File: src/rtl/rxd_pkg.sv
package rxd_pkg;

    localparam int WORD_W = 32;
    localparam int LEN_W  = 12;
    localparam int EVT_N  = 7;

    // event bit positions
    localparam int EV_DONE  = 0;
    localparam int EV_SUC   = 1;
    localparam int EV_ERR   = 2;
    localparam int EV_DSCR  = 3;
    localparam int EV_EMPTY = 4;
    localparam int EV_OVF   = 5;
    localparam int EV_UDF   = 6;

    // control word of a descriptor
    typedef struct packed {
        logic             owner;
        logic             eof;
        logic [5:0]       rsvd;
        logic [LEN_W-1:0] len;
        logic [LEN_W-1:0] size;
    } dw0_t;

    typedef enum logic [3:0] {
        ST_IDLE, ST_RD0, ST_RD1, ST_RD2, ST_CHK,
        ST_RECV, ST_WR,  ST_WB,  ST_DRY, ST_LINK
    } walk_st_e;

    function automatic logic ptr_ok(input logic [WORD_W-1:0] a,
                                    input logic [WORD_W-1:0] lo,
                                    input logic [WORD_W-1:0] hi);
        return (a[1:0] == 2'b00) && (a >= lo) && (a < hi);
    endfunction

endpackage

File: src/rtl/rxd_event_regs.sv
module rxd_event_regs #(
    parameter int N = 7
) (
    input  logic         clk,
    input  logic         rst,
    input  logic [N-1:0] set,
    input  logic [N-1:0] ena,
    input  logic [N-1:0] clr,
    output logic [N-1:0] raw,
    output logic [N-1:0] status,
    output logic         irq
);
    for (genvar i = 0; i < N; i++) begin : g_flag
        always_ff @(posedge clk) begin
            if (rst)         raw[i] <= 1'b0;
            else if (set[i]) raw[i] <= 1'b1;
            else if (clr[i]) raw[i] <= 1'b0;
        end
    end

    assign status = raw & ena;
    assign irq    = |status;
endmodule

File: src/rtl/rxd_addr_history.sv
module rxd_addr_history #(
    parameter int AW = 32
) (
    input  logic          clk,
    input  logic          rst,
    input  logic          load,
    input  logic [AW-1:0] new_addr,
    output logic [AW-1:0] cur,
    output logic [AW-1:0] prev1,
    output logic [AW-1:0] prev2
);
    always_ff @(posedge clk) begin
        if (rst) begin
            cur   <= '0;
            prev1 <= '0;
            prev2 <= '0;
        end else if (load) begin
            prev2 <= prev1;
            prev1 <= cur;
            cur   <= new_addr;
        end
    end
endmodule

File: src/rtl/rxd_walker.sv
module rxd_walker
    import rxd_pkg::*;
#(
    parameter int              HEAD_W = 20,
    parameter logic [WORD_W-1:0] WIN_LO = 32'h0000_0040,
    parameter logic [WORD_W-1:0] WIN_HI = 32'h0000_0400
) (
    input  logic              clk,
    input  logic              rst,
    input  logic              ch_reset,
    input  logic              ctl_start,
    input  logic              ctl_stop,
    input  logic              ctl_restart,
    input  logic              cfg_owner_chk,
    input  logic              cfg_auto_ret,
    input  logic [HEAD_W-1:0] cfg_head,
    input  logic [WORD_W-1:0] cur_addr,
    output logic              hist_load,
    output logic [WORD_W-1:0] hist_addr,
    output logic              mem_req,
    output logic              mem_we,
    output logic [WORD_W-1:0] mem_addr,
    output logic [3:0]        mem_be,
    output logic [WORD_W-1:0] mem_wdata,
    input  logic              mem_ack,
    input  logic [WORD_W-1:0] mem_rdata,
    input  logic              s_valid,
    input  logic [7:0]        s_data,
    input  logic              s_last,
    input  logic              s_err,
    output logic              s_ready,
    output logic              park,
    output logic [WORD_W-1:0] suc_addr,
    output logic [WORD_W-1:0] err_addr,
    output logic [EVT_N-1:0]  ev_set
);
    walk_st_e          st;
    logic              w0_owner;
    logic [LEN_W-1:0]  w0_size;
    logic [WORD_W-1:0] bufp, nxtp;
    logic [LEN_W-1:0]  cnt;
    logic [7:0]        pbyte;
    logic              plast, perr;
    logic              fin_eof, fin_err;

    logic [LEN_W-1:0]  cnt_nx;
    logic [WORD_W-1:0] wa;
    logic              running, chk_bad, wr_done, wb_done;
    logic              link_ok, link_bad;
    dw0_t              wbw;

    assign cnt_nx  = cnt + 1'b1;
    assign wa      = bufp + WORD_W'(cnt);
    assign running = !ch_reset && !(ctl_stop && st != ST_IDLE);
    assign chk_bad = (cfg_owner_chk && !w0_owner) || (w0_size == '0) ||
                     !ptr_ok(bufp, WIN_LO, WIN_HI) ||
                     ((nxtp != '0) && !ptr_ok(nxtp, WIN_LO, WIN_HI));
    assign wr_done = (st == ST_WR) && mem_ack;
    assign wb_done = (st == ST_WB) && mem_ack;
    assign link_ok  = (st == ST_LINK) && mem_ack && (mem_rdata != '0) &&
                      ptr_ok(mem_rdata, WIN_LO, WIN_HI);
    assign link_bad = (st == ST_LINK) && mem_ack && (mem_rdata != '0) &&
                      !ptr_ok(mem_rdata, WIN_LO, WIN_HI);

    assign park    = (st == ST_IDLE);
    assign s_ready = (st == ST_RECV);

    always_comb begin
        wbw       = '0;
        wbw.owner = 1'b0;
        wbw.eof   = fin_eof;
        wbw.len   = cnt;
        wbw.size  = w0_size;
    end

    // memory port
    always_comb begin
        mem_req   = 1'b0;
        mem_we    = 1'b0;
        mem_addr  = cur_addr;
        mem_be    = 4'h0;
        mem_wdata = '0;
        unique case (st)
            ST_RD0:  mem_req = 1'b1;
            ST_RD1:  begin mem_req = 1'b1; mem_addr = cur_addr + 32'd4; end
            ST_RD2,
            ST_LINK: begin mem_req = 1'b1; mem_addr = cur_addr + 32'd8; end
            ST_WR: begin
                mem_req   = 1'b1;
                mem_we    = 1'b1;
                mem_addr  = {wa[WORD_W-1:2], 2'b00};
                mem_be    = 4'b0001 << wa[1:0];
                mem_wdata = {4{pbyte}};
            end
            ST_WB: begin
                mem_req   = 1'b1;
                mem_we    = 1'b1;
                mem_be    = 4'hF;
                mem_wdata = wbw;
            end
            default: ;
        endcase
    end

    // descriptor loads into the history
    always_comb begin
        hist_load = running && (((st == ST_IDLE) && ctl_start) ||
                                (wb_done && (nxtp != '0)) || link_ok);
        if (st == ST_IDLE)      hist_addr = WORD_W'(cfg_head);
        else if (st == ST_LINK) hist_addr = mem_rdata;
        else                    hist_addr = nxtp;
    end

    // events
    always_comb begin
        ev_set           = '0;
        ev_set[EV_DONE]  = running && wb_done;
        ev_set[EV_SUC]   = running && wb_done && fin_eof && !fin_err;
        ev_set[EV_ERR]   = running && wr_done && perr;
        ev_set[EV_DSCR]  = running && (((st == ST_CHK) && chk_bad) || link_bad);
        ev_set[EV_EMPTY] = running && (st == ST_DRY) && s_valid;
        ev_set[EV_OVF]   = (st == ST_IDLE) && s_valid;
        ev_set[EV_UDF]   = ch_reset && (st != ST_IDLE);
    end

    always_ff @(posedge clk) begin
        if (rst) begin
            st       <= ST_IDLE;
            w0_owner <= 1'b0;
            w0_size  <= '0;
            bufp     <= '0;
            nxtp     <= '0;
            cnt      <= '0;
            pbyte    <= '0;
            plast    <= 1'b0;
            perr     <= 1'b0;
            fin_eof  <= 1'b0;
            fin_err  <= 1'b0;
            suc_addr <= '0;
            err_addr <= '0;
        end else begin
            if (ev_set[EV_SUC]) suc_addr <= cur_addr;
            if (ev_set[EV_ERR]) err_addr <= cur_addr;
            if (ch_reset) begin
                st  <= ST_IDLE;
                cnt <= '0;
            end else if (ctl_stop && st != ST_IDLE) begin
                st <= ST_IDLE;
            end else begin
                unique case (st)
                    ST_IDLE: begin
                        if (ctl_start)        st <= ST_RD0;
                        else if (ctl_restart) st <= ST_LINK;
                    end
                    ST_RD0: if (mem_ack) begin
                        w0_owner <= mem_rdata[31];
                        w0_size  <= mem_rdata[LEN_W-1:0];
                        st       <= ST_RD1;
                    end
                    ST_RD1: if (mem_ack) begin
                        bufp <= mem_rdata;
                        st   <= ST_RD2;
                    end
                    ST_RD2: if (mem_ack) begin
                        nxtp <= mem_rdata;
                        st   <= ST_CHK;
                    end
                    ST_CHK: begin
                        if (chk_bad) st <= ST_IDLE;
                        else begin
                            cnt <= '0;
                            st  <= ST_RECV;
                        end
                    end
                    ST_RECV: if (s_valid) begin
                        pbyte <= s_data;
                        plast <= s_last;
                        perr  <= s_err;
                        st    <= ST_WR;
                    end
                    ST_WR: if (mem_ack) begin
                        if (perr && cfg_auto_ret) begin
                            cnt <= '0;
                            st  <= ST_RD0;
                        end else begin
                            cnt     <= cnt_nx;
                            fin_eof <= plast || perr;
                            fin_err <= perr;
                            st      <= (plast || perr || cnt_nx == w0_size) ?
                                       ST_WB : ST_RECV;
                        end
                    end
                    ST_WB: if (mem_ack) begin
                        if (nxtp != '0)   st <= ST_RD0;
                        else if (fin_eof) st <= ST_IDLE;
                        else              st <= ST_DRY;
                    end
                    ST_DRY: if (s_valid) st <= ST_IDLE;
                    ST_LINK: if (mem_ack) st <= link_ok ? ST_RD0 : ST_IDLE;
                    default: st <= ST_IDLE;
                endcase
            end
        end
    end
endmodule

File: src/rtl/rxd_chain_ctrl.sv
module rxd_chain_ctrl
    import rxd_pkg::*;
#(
    parameter int                HEAD_W = 20,
    parameter logic [WORD_W-1:0] WIN_LO = 32'h0000_0040,
    parameter logic [WORD_W-1:0] WIN_HI = 32'h0000_0400
) (
    input  logic              clk,
    input  logic              rst,
    input  logic              ch_reset,
    input  logic [HEAD_W-1:0] cfg_head_addr,
    input  logic              ctl_start,
    input  logic              ctl_stop,
    input  logic              ctl_restart,
    input  logic              cfg_owner_chk,
    input  logic              cfg_auto_ret,
    output logic              mem_req,
    output logic              mem_we,
    output logic [WORD_W-1:0] mem_addr,
    output logic [3:0]        mem_be,
    output logic [WORD_W-1:0] mem_wdata,
    input  logic              mem_ack,
    input  logic [WORD_W-1:0] mem_rdata,
    input  logic              s_valid,
    input  logic [7:0]        s_data,
    input  logic              s_last,
    input  logic              s_err,
    output logic              s_ready,
    output logic              park,
    output logic [WORD_W-1:0] dscr_cur,
    output logic [WORD_W-1:0] dscr_prev1,
    output logic [WORD_W-1:0] dscr_prev2,
    output logic [WORD_W-1:0] eof_ok_addr,
    output logic [WORD_W-1:0] eof_err_addr,
    input  logic [EVT_N-1:0]  irq_ena,
    input  logic [EVT_N-1:0]  irq_clr,
    output logic [EVT_N-1:0]  irq_raw,
    output logic [EVT_N-1:0]  irq_status,
    output logic              irq
);
    logic              hist_load;
    logic [WORD_W-1:0] hist_addr;
    logic [EVT_N-1:0]  ev_set;

    rxd_walker #(.HEAD_W(HEAD_W), .WIN_LO(WIN_LO), .WIN_HI(WIN_HI)) u_walk (
        .clk(clk), .rst(rst), .ch_reset(ch_reset),
        .ctl_start(ctl_start), .ctl_stop(ctl_stop), .ctl_restart(ctl_restart),
        .cfg_owner_chk(cfg_owner_chk), .cfg_auto_ret(cfg_auto_ret),
        .cfg_head(cfg_head_addr), .cur_addr(dscr_cur),
        .hist_load(hist_load), .hist_addr(hist_addr),
        .mem_req(mem_req), .mem_we(mem_we), .mem_addr(mem_addr),
        .mem_be(mem_be), .mem_wdata(mem_wdata),
        .mem_ack(mem_ack), .mem_rdata(mem_rdata),
        .s_valid(s_valid), .s_data(s_data), .s_last(s_last), .s_err(s_err),
        .s_ready(s_ready), .park(park),
        .suc_addr(eof_ok_addr), .err_addr(eof_err_addr), .ev_set(ev_set)
    );

    rxd_addr_history #(.AW(WORD_W)) u_hist (
        .clk(clk), .rst(rst), .load(hist_load), .new_addr(hist_addr),
        .cur(dscr_cur), .prev1(dscr_prev1), .prev2(dscr_prev2)
    );

    rxd_event_regs #(.N(EVT_N)) u_evt (
        .clk(clk), .rst(rst), .set(ev_set), .ena(irq_ena), .clr(irq_clr),
        .raw(irq_raw), .status(irq_status), .irq(irq)
    );
endmodule

File: config.mk
export PLATFORM = sky130hd
export DESIGN_NAME = rxd_chain_ctrl
export DESIGN_NICKNAME = d
export VERILOG_FILES = /design/src/rtl/rxd_pkg.sv /design/src/rtl/rxd_event_regs.sv /design/src/rtl/rxd_addr_history.sv /design/src/rtl/rxd_walker.sv /design/src/rtl/rxd_chain_ctrl.sv
export SDC_FILE = /design/constraint.sdc
export NUM_CORES = 1
export LEC_CHECK = 0
export CAP_MARGIN = 20
export CORE_AREA = 2 2 170 172
export CTS_BUF_LIST = sky130_fd_sc_hd__clkbuf_16
export DETAILED_ROUTE_END_ITERATION = 16
export DIE_AREA = 0 0 172 174
export GPL_TIMING_DRIVEN = 1
export HOLD_SLACK_MARGIN = 0.15
export PLACE_DENSITY = 0.78
export SLEW_MARGIN = 20
export SYNTH_ARGS = -nofsm -noshare
export SYNTH_HDL_FRONTEND = slang
export SYNTH_SLANG_ARGS = --single-unit
export TNS_END_PERCENT = 5
File: constraint.sdc
create_clock -name clk -period 8.74 [get_ports clk]
set_clock_uncertainty 0.05 [all_clocks]
set_input_delay 2.185 -clock clk [delete_from_list [all_inputs] [get_ports clk]]
set_output_delay 2.185 -clock clk [all_outputs]
set_load 0.02 [all_outputs]
==> flow_summary.yaml, run 1 <==
routing:
  wl_per_cell_um: 20.43
  viasPerCell: 5.950
  drc: 0
  drtPass1Iterations: 6
  num_vias: 14856
  drt_wl_total_um: 51010
  antenna_left: 0
  initialDrtViolationCount: 1653
worst_setup_path:
  slowest_stage: "and4bb_2"
  critPathRequiredTime_ns: 6.51
  path_buf_inv: 1
  worstPathArrival_ns: 4.79
  crit_family: "simple AND/OR/NAND/NOR gates"
  reg2reg_depth: 7
  path_cells: "and4bb_2, a21oi_1, a221oi_2, nor2b_1, a211o_1, or3_1, clkdlybuf4s50_1"
  end_kind: "output pin"
  worst_setup_path_start_kind: "register"
  crit_cells: 7
  critPathMaxStageDelay_ns: 1.10
  path_class: "reg -> out"
  crit_fanout: 34
grt:
  grt_overflow: 0
  first_global_vias: 13663
  grt_use_total: 0.3293
  grt_max_degree: 101
  antenna_found_initial: 0
  grt_pass1_wl_um: 77820
floorplanning:
  chipWidth_um: 172
  coreArea_sq_mm: 0.02824
  die_area_sq_mm: 0.02993
  ios: 333
  die_h_um: 174
  num_rows: 62
  initial_core_util: 0.4911
synthesis:
  async_flop_share: 0
  ys_ff_latch: 272
  ys_seq_area_frac: 0.3926
  synth_top_cell_area_share: 0.3926
  syn_avg_cell_area_sq_um: 7.424
  synth_edf_count: 0
  syn-cell-area_sq_mm: 0.01387
  synth.distinct_cells: 81
  yosys-top-cells-count: "nand2_1 (559), dfxtp_1 (272), a21oi_1 (260), clkbuf_1 (95), nor2_1 (77)"
  synth_area_leaders: "dfxtp_1 (39%), nand2_1 (15%), a21oi_1 (9.4%)"
  synth_top_area_cell: "dfxtp_1"
  postSynthCellCount: 1868
  ys.flop_type: "dfxtp_1"
  synth_nets: 1970
  synth.most_common_cell: "nand2_1"
  yosysWarnings: 0
min_path:
  holdPathStages: 2
  holdCritPathClass: "reg -> reg"
final_layout:
  fillers: 2527
  layout-drive-gt1-share: 0.04733
  fin_nets: 2194
  areaGrowthSynthToFinish_pct: 30.11
  layout.cells.non_filler: 2497
  diodes: 0
  utilization: 0.6390
sta:
  max_freq_mhz: 142.3
  drv_slew: 0
  period_needed_ns: 7.026
  period_share: 0.8038
  rsz0062_at_grt: "false"
  hold_viol: 0
  fin_tns_setup_ns: 0
  slew_headroom: 0.2597
  worst_pin_slew_ns: 1.110
  whs_ns: 0.4014
  setup_violations: 0
power_and_ir_drop:
  power.total_mw: 2.726
  cellPowerDensity_mw_per_mm2: 151.1
  power.leakage_nw: 6.294
  vdd_drop_max_v: 0.0001338
placed_design:
  hpwlAfterDp_um: 36360
  io_buffers: 332
  dpl.cell_count: 2445
  finalWeightedCongestion: 0.9528
clocking:
  clock_sinks: 272
  clockBufferDepth: 3
  ctsHoldBuffers: 0
  post-cts-setup-buffer-count: 0
  cts_resized: 0
  root_buffer: "clkbuf_16"
  cts_buffers: 28
  clkTransAtPathRegs_ns: 0.07
  clock_insertion_delay_worst_skew_ns: 0.56
  h-tree-depth: 1
  cts_tree: "yes"
run:
  max_cap_violations: 0
run_status:
  status: "completed"
-- kinds of logic (layout without fill, tap and decap cells) --
kind of cell	count (synthesis)	count (layout)	share of synthesized area
simple gates	859	859	0.2767
compound gates	446	446	0.1949
mux	59	59	0.04385
buf+inv	184	429	0.05675
fa+ha+maj	16	16	0.01498
flops	272	272	0.3926
xor+xnor	32	32	0.02021
-- worst reg2reg max path: stages (launching register included) --
cell	delay, ns
dfxtp_1	0.96
and4bb_2	1.10
nand2_1	0.21
o41ai_1	0.68
o21a_4	0.48
buf_4	0.64
nand2_1	0.19
a21oi_1	0.17
-- path summary, 6_finish.rpt --
check | from | to | slack [ns]
min | u_hist.prev2[17] | u_hist.prev2[17] | 0.40
min reg2reg | u_hist.prev2[17] | u_hist.prev2[17] | 0.40
max | u_walk.st[0] | mem_addr[30] | 1.71
max reg2reg | u_walk.st[0] | u_hist.prev1[17] | 4.20
-- stage by stage --
step / area (sq um) / worst slack, ns
after CTS: 18030 / 1.814
after global placement: 17140 / 2.137
final: 18040 / 1.714
after global routing: 18040 / 1.594
after detailed placement: 17140 / 2.136
after floorplan: 13870 / 3.073
-- layout make-up --
cell class	instances	area [sq um]	area share
Multi-Input combinational cell	1412	7666	0.4249
Sequential cell	272	5445	0.3018
Timing Repair Buffer	347	3445	0.1909
Clock buffer	28	700.7	0.03883
Tap cell	384	480.5	0.02663
Clock inverter	23	190.2	0.01054
Inverter	31	116.4	0.006449
-- state kept, by name, summed over array words and instances (netlist names), 7 cells and up --
register         count
u_walk.pbyte         8
u_walk.suc_addr     32
u_walk.nxtp         32
u_hist.prev1        32
u_hist.cur          32
u_walk.w0_size      12
u_evt.raw            7
u_walk.err_addr     32
u_hist.prev2        32
u_walk.cnt          12
u_walk.bufp         32
-- routing by layer --
metal  vias up  GRT usage  share of wire
li1       6918          -              -
met5         -          0              0
met2       836     0.5008           0.44
met1      6978     0.4545           0.41
met3       124    0.06762           0.11
met4         0     0.1352          0.043
-- layout by cell type, fill, tap and decap left out, drive strengths merged, types with 9 or more instances in the layout --
master,count
a21o,9
and2,17
nand3,52
or4,18
nor4,29
and3,18
o211ai,32
mux2i,45
nand4,22
buf,16
ha,15
a31oi,14
nor2,77
inv,37
clkdlybuf4s50,331
xor2,12
o311ai,10
mux2,14
nor3,27
a21oi,261
a211oi,9
nand2b,9
dfxtp,272
clkbuf,28
clkinv,12
xnor2,20
o21ai,37
nand2,559
-- where the power goes --
part | leakage (nW) | switching [mW] | total (mW) | internal (mW)
Sequential | 2.19 | 0.0356 | 1.29 | 1.25
Clock | 0.457 | 0.511 | 1.18 | 0.668
Combinational | 3.64 | 0.160 | 0.260 | 0.0998
No activity file was read; power rests on OpenSTA's default activity.
==> run 2, diff against run 1 <==
==> constraint.sdc (replaced) <==
create_clock -name clk -period 6.9 [get_ports clk]
set_clock_uncertainty 0.05 [all_clocks]
set_input_delay 1.725 -clock clk [delete_from_list [all_inputs] [get_ports clk]]
set_output_delay 1.725 -clock clk [all_outputs]
set_load 0.02 [all_outputs]
==> run 2 against run 1 <==
- clock power rose by 31%
- sequential cell count did not move
- die area unchanged
- sequential power is 26% higher
- setup slack lost 0.82 ns
- count of clock-buffer cells in the layout up 1
- critical path depth is 1 higher
- wire length down 1.5%
- hold slack gained 0.0019 ns
- design area rose by 0.27%
- first-iteration DRC count decreased by 7.1%
- final cell count increased by 0.16%
==> flow_summary.yaml, run 2 (synthesized netlist as in run 1, its figures left out) <==
clocking:
  ctsHoldBuffers: 0
  clock_insertion_delay_worst_skew_ns: 0.57
  clockBufferDepth: 3
  h-tree-depth: 1
  clkTransAtPathRegs_ns: 0.07
  post-cts-setup-buffer-count: 0
  cts_buffers: 29
  root_buffer: "clkbuf_16"
  cts_resized: 0
  cts_tree: "yes"
  clock_sinks: 272
grt:
  grt_max_degree: 99
  antenna_found_initial: 0
  first_global_vias: 13462
  grt_pass1_wl_um: 76300
  grt_use_total: 0.3230
  grt_overflow: 0
routing:
  num_vias: 14856
  drtPass1Iterations: 5
  viasPerCell: 5.940
  antenna_left: 0
  initialDrtViolationCount: 1536
  drt_wl_total_um: 50240
  wl_per_cell_um: 20.09
  drc: 0
final_layout:
  fin_nets: 2197
  utilization: 0.6407
  diodes: 0
  layout-drive-gt1-share: 0.05007
  areaGrowthSynthToFinish_pct: 30.46
  final_cell_mix: "nand2_1 (557), clkdlybuf4s50_1 (331), dfxtp_1 (272), a21oi_1 (260), nor2_1 (76)"
  final_common_cell: "nand2_1"
  layout.cells.non_filler: 2501
sta:
  hold_viol: 0
  slew_headroom: 0.2181
  worst_slack_ns: 0.8976
  worst_pin_slew_ns: 1.173
  drv_slew: 0
  max_freq_mhz: 166.6
  fin_tns_setup_ns: 0
  period_needed_ns: 6.002
  rsz0062_at_grt: "false"
  period_share: 0.8699
  setup_violations: 0
worst_setup_path:
  worst_setup_path_start_kind: "register"
  r2r_slack_ns: 2.60
  path_class: "reg -> out"
  critPathRequiredTime_ns: 5.12
  crit_fanout: 18
  worstPathArrival_ns: 4.23
  end_kind: "output pin"
floorplanning:
  chipWidth_um: 172
  die_h_um: 174
  coreArea_sq_mm: 0.02824
  initial_core_util: 0.4911
  die_area_sq_mm: 0.02993
  ios: 333
  num_rows: 62
run:
  max_cap_violations: 0
placed_design:
  dpl.cell_count: 2448
  dp_slack_ns: 1.217
  finalWeightedCongestion: 0.9460
  io_buffers: 332
  hpwlAfterDp_um: 36100
power_and_ir_drop:
  vdd_drop_max_v: 0.0001766
  power.leakage_nw: 6.306
  power.total_mw: 3.499
  cellPowerDensity_mw_per_mm2: 193.4
run_status:
  status: "completed"
min_path:
  holdCritPathClass: "reg -> reg"
==> run 2: where the power goes <==
group	internal (mW)	switching (mW)
Sequential	1.59	0.0442
Clock	0.878	0.661
Combinational	0.127	0.203
Total	2.59	0.908
==> run 2: path summary, 6_finish.rpt <==
check / startpoint / end / cells past startpoint
max: u_walk.st[1] / mem_addr[31] / 8
min: u_hist.prev2[22] / u_hist.prev2[22] / 2
max reg2reg: u_walk.st[0] / u_hist.cur[31] / 8
min reg2reg: u_hist.prev2[22] / u_hist.prev2[22] / 2
==> run 2: layer usage <==
layer,global-route usage,wire length (um),up-vias
li1,-,-,6939
met1,0.4369,20750,6958
met2,0.5114,22280,852
met3,0.07081,5371,107
met4,0.1054,1837,0
met5,0,0,-
==> run 2: worst max-delay path, stage by stage, from the launching register on <==
cell,delay (ns)
dfxtp_1,0.71
nor4b_4,0.64
a31oi_1,0.09
buf_4,0.24
nor2_1,0.50
nand4_1,0.26
or3_1,0.41
o211ai_1,0.11
clkdlybuf4s50_1,0.70
==> run 2: layout make-up <==
| type | count | area, sq um |
|---|---|---|
| clock buffers | 29 | 725.7 |
| clock inverters | 24 | 203.9 |
| fillers | 2523 | 10140 |
| inverters | 31 | 116.4 |
| multi-input cells | 1412 | 7669 |
| flip-flops and latches | 272 | 5445 |
| well taps | 384 | 480.5 |
| repair buffers | 349 | 3452 |
==> run 2: stage by stage <==
step	hold slack [ns]	cell area (sq um)
after floorplan	0.3900	13870
after global placement	0.3909	17160
after detailed placement	0.3959	17160
after CTS	0.4038	18090
after global routing	0.4222	18090
final	0.4032	18090
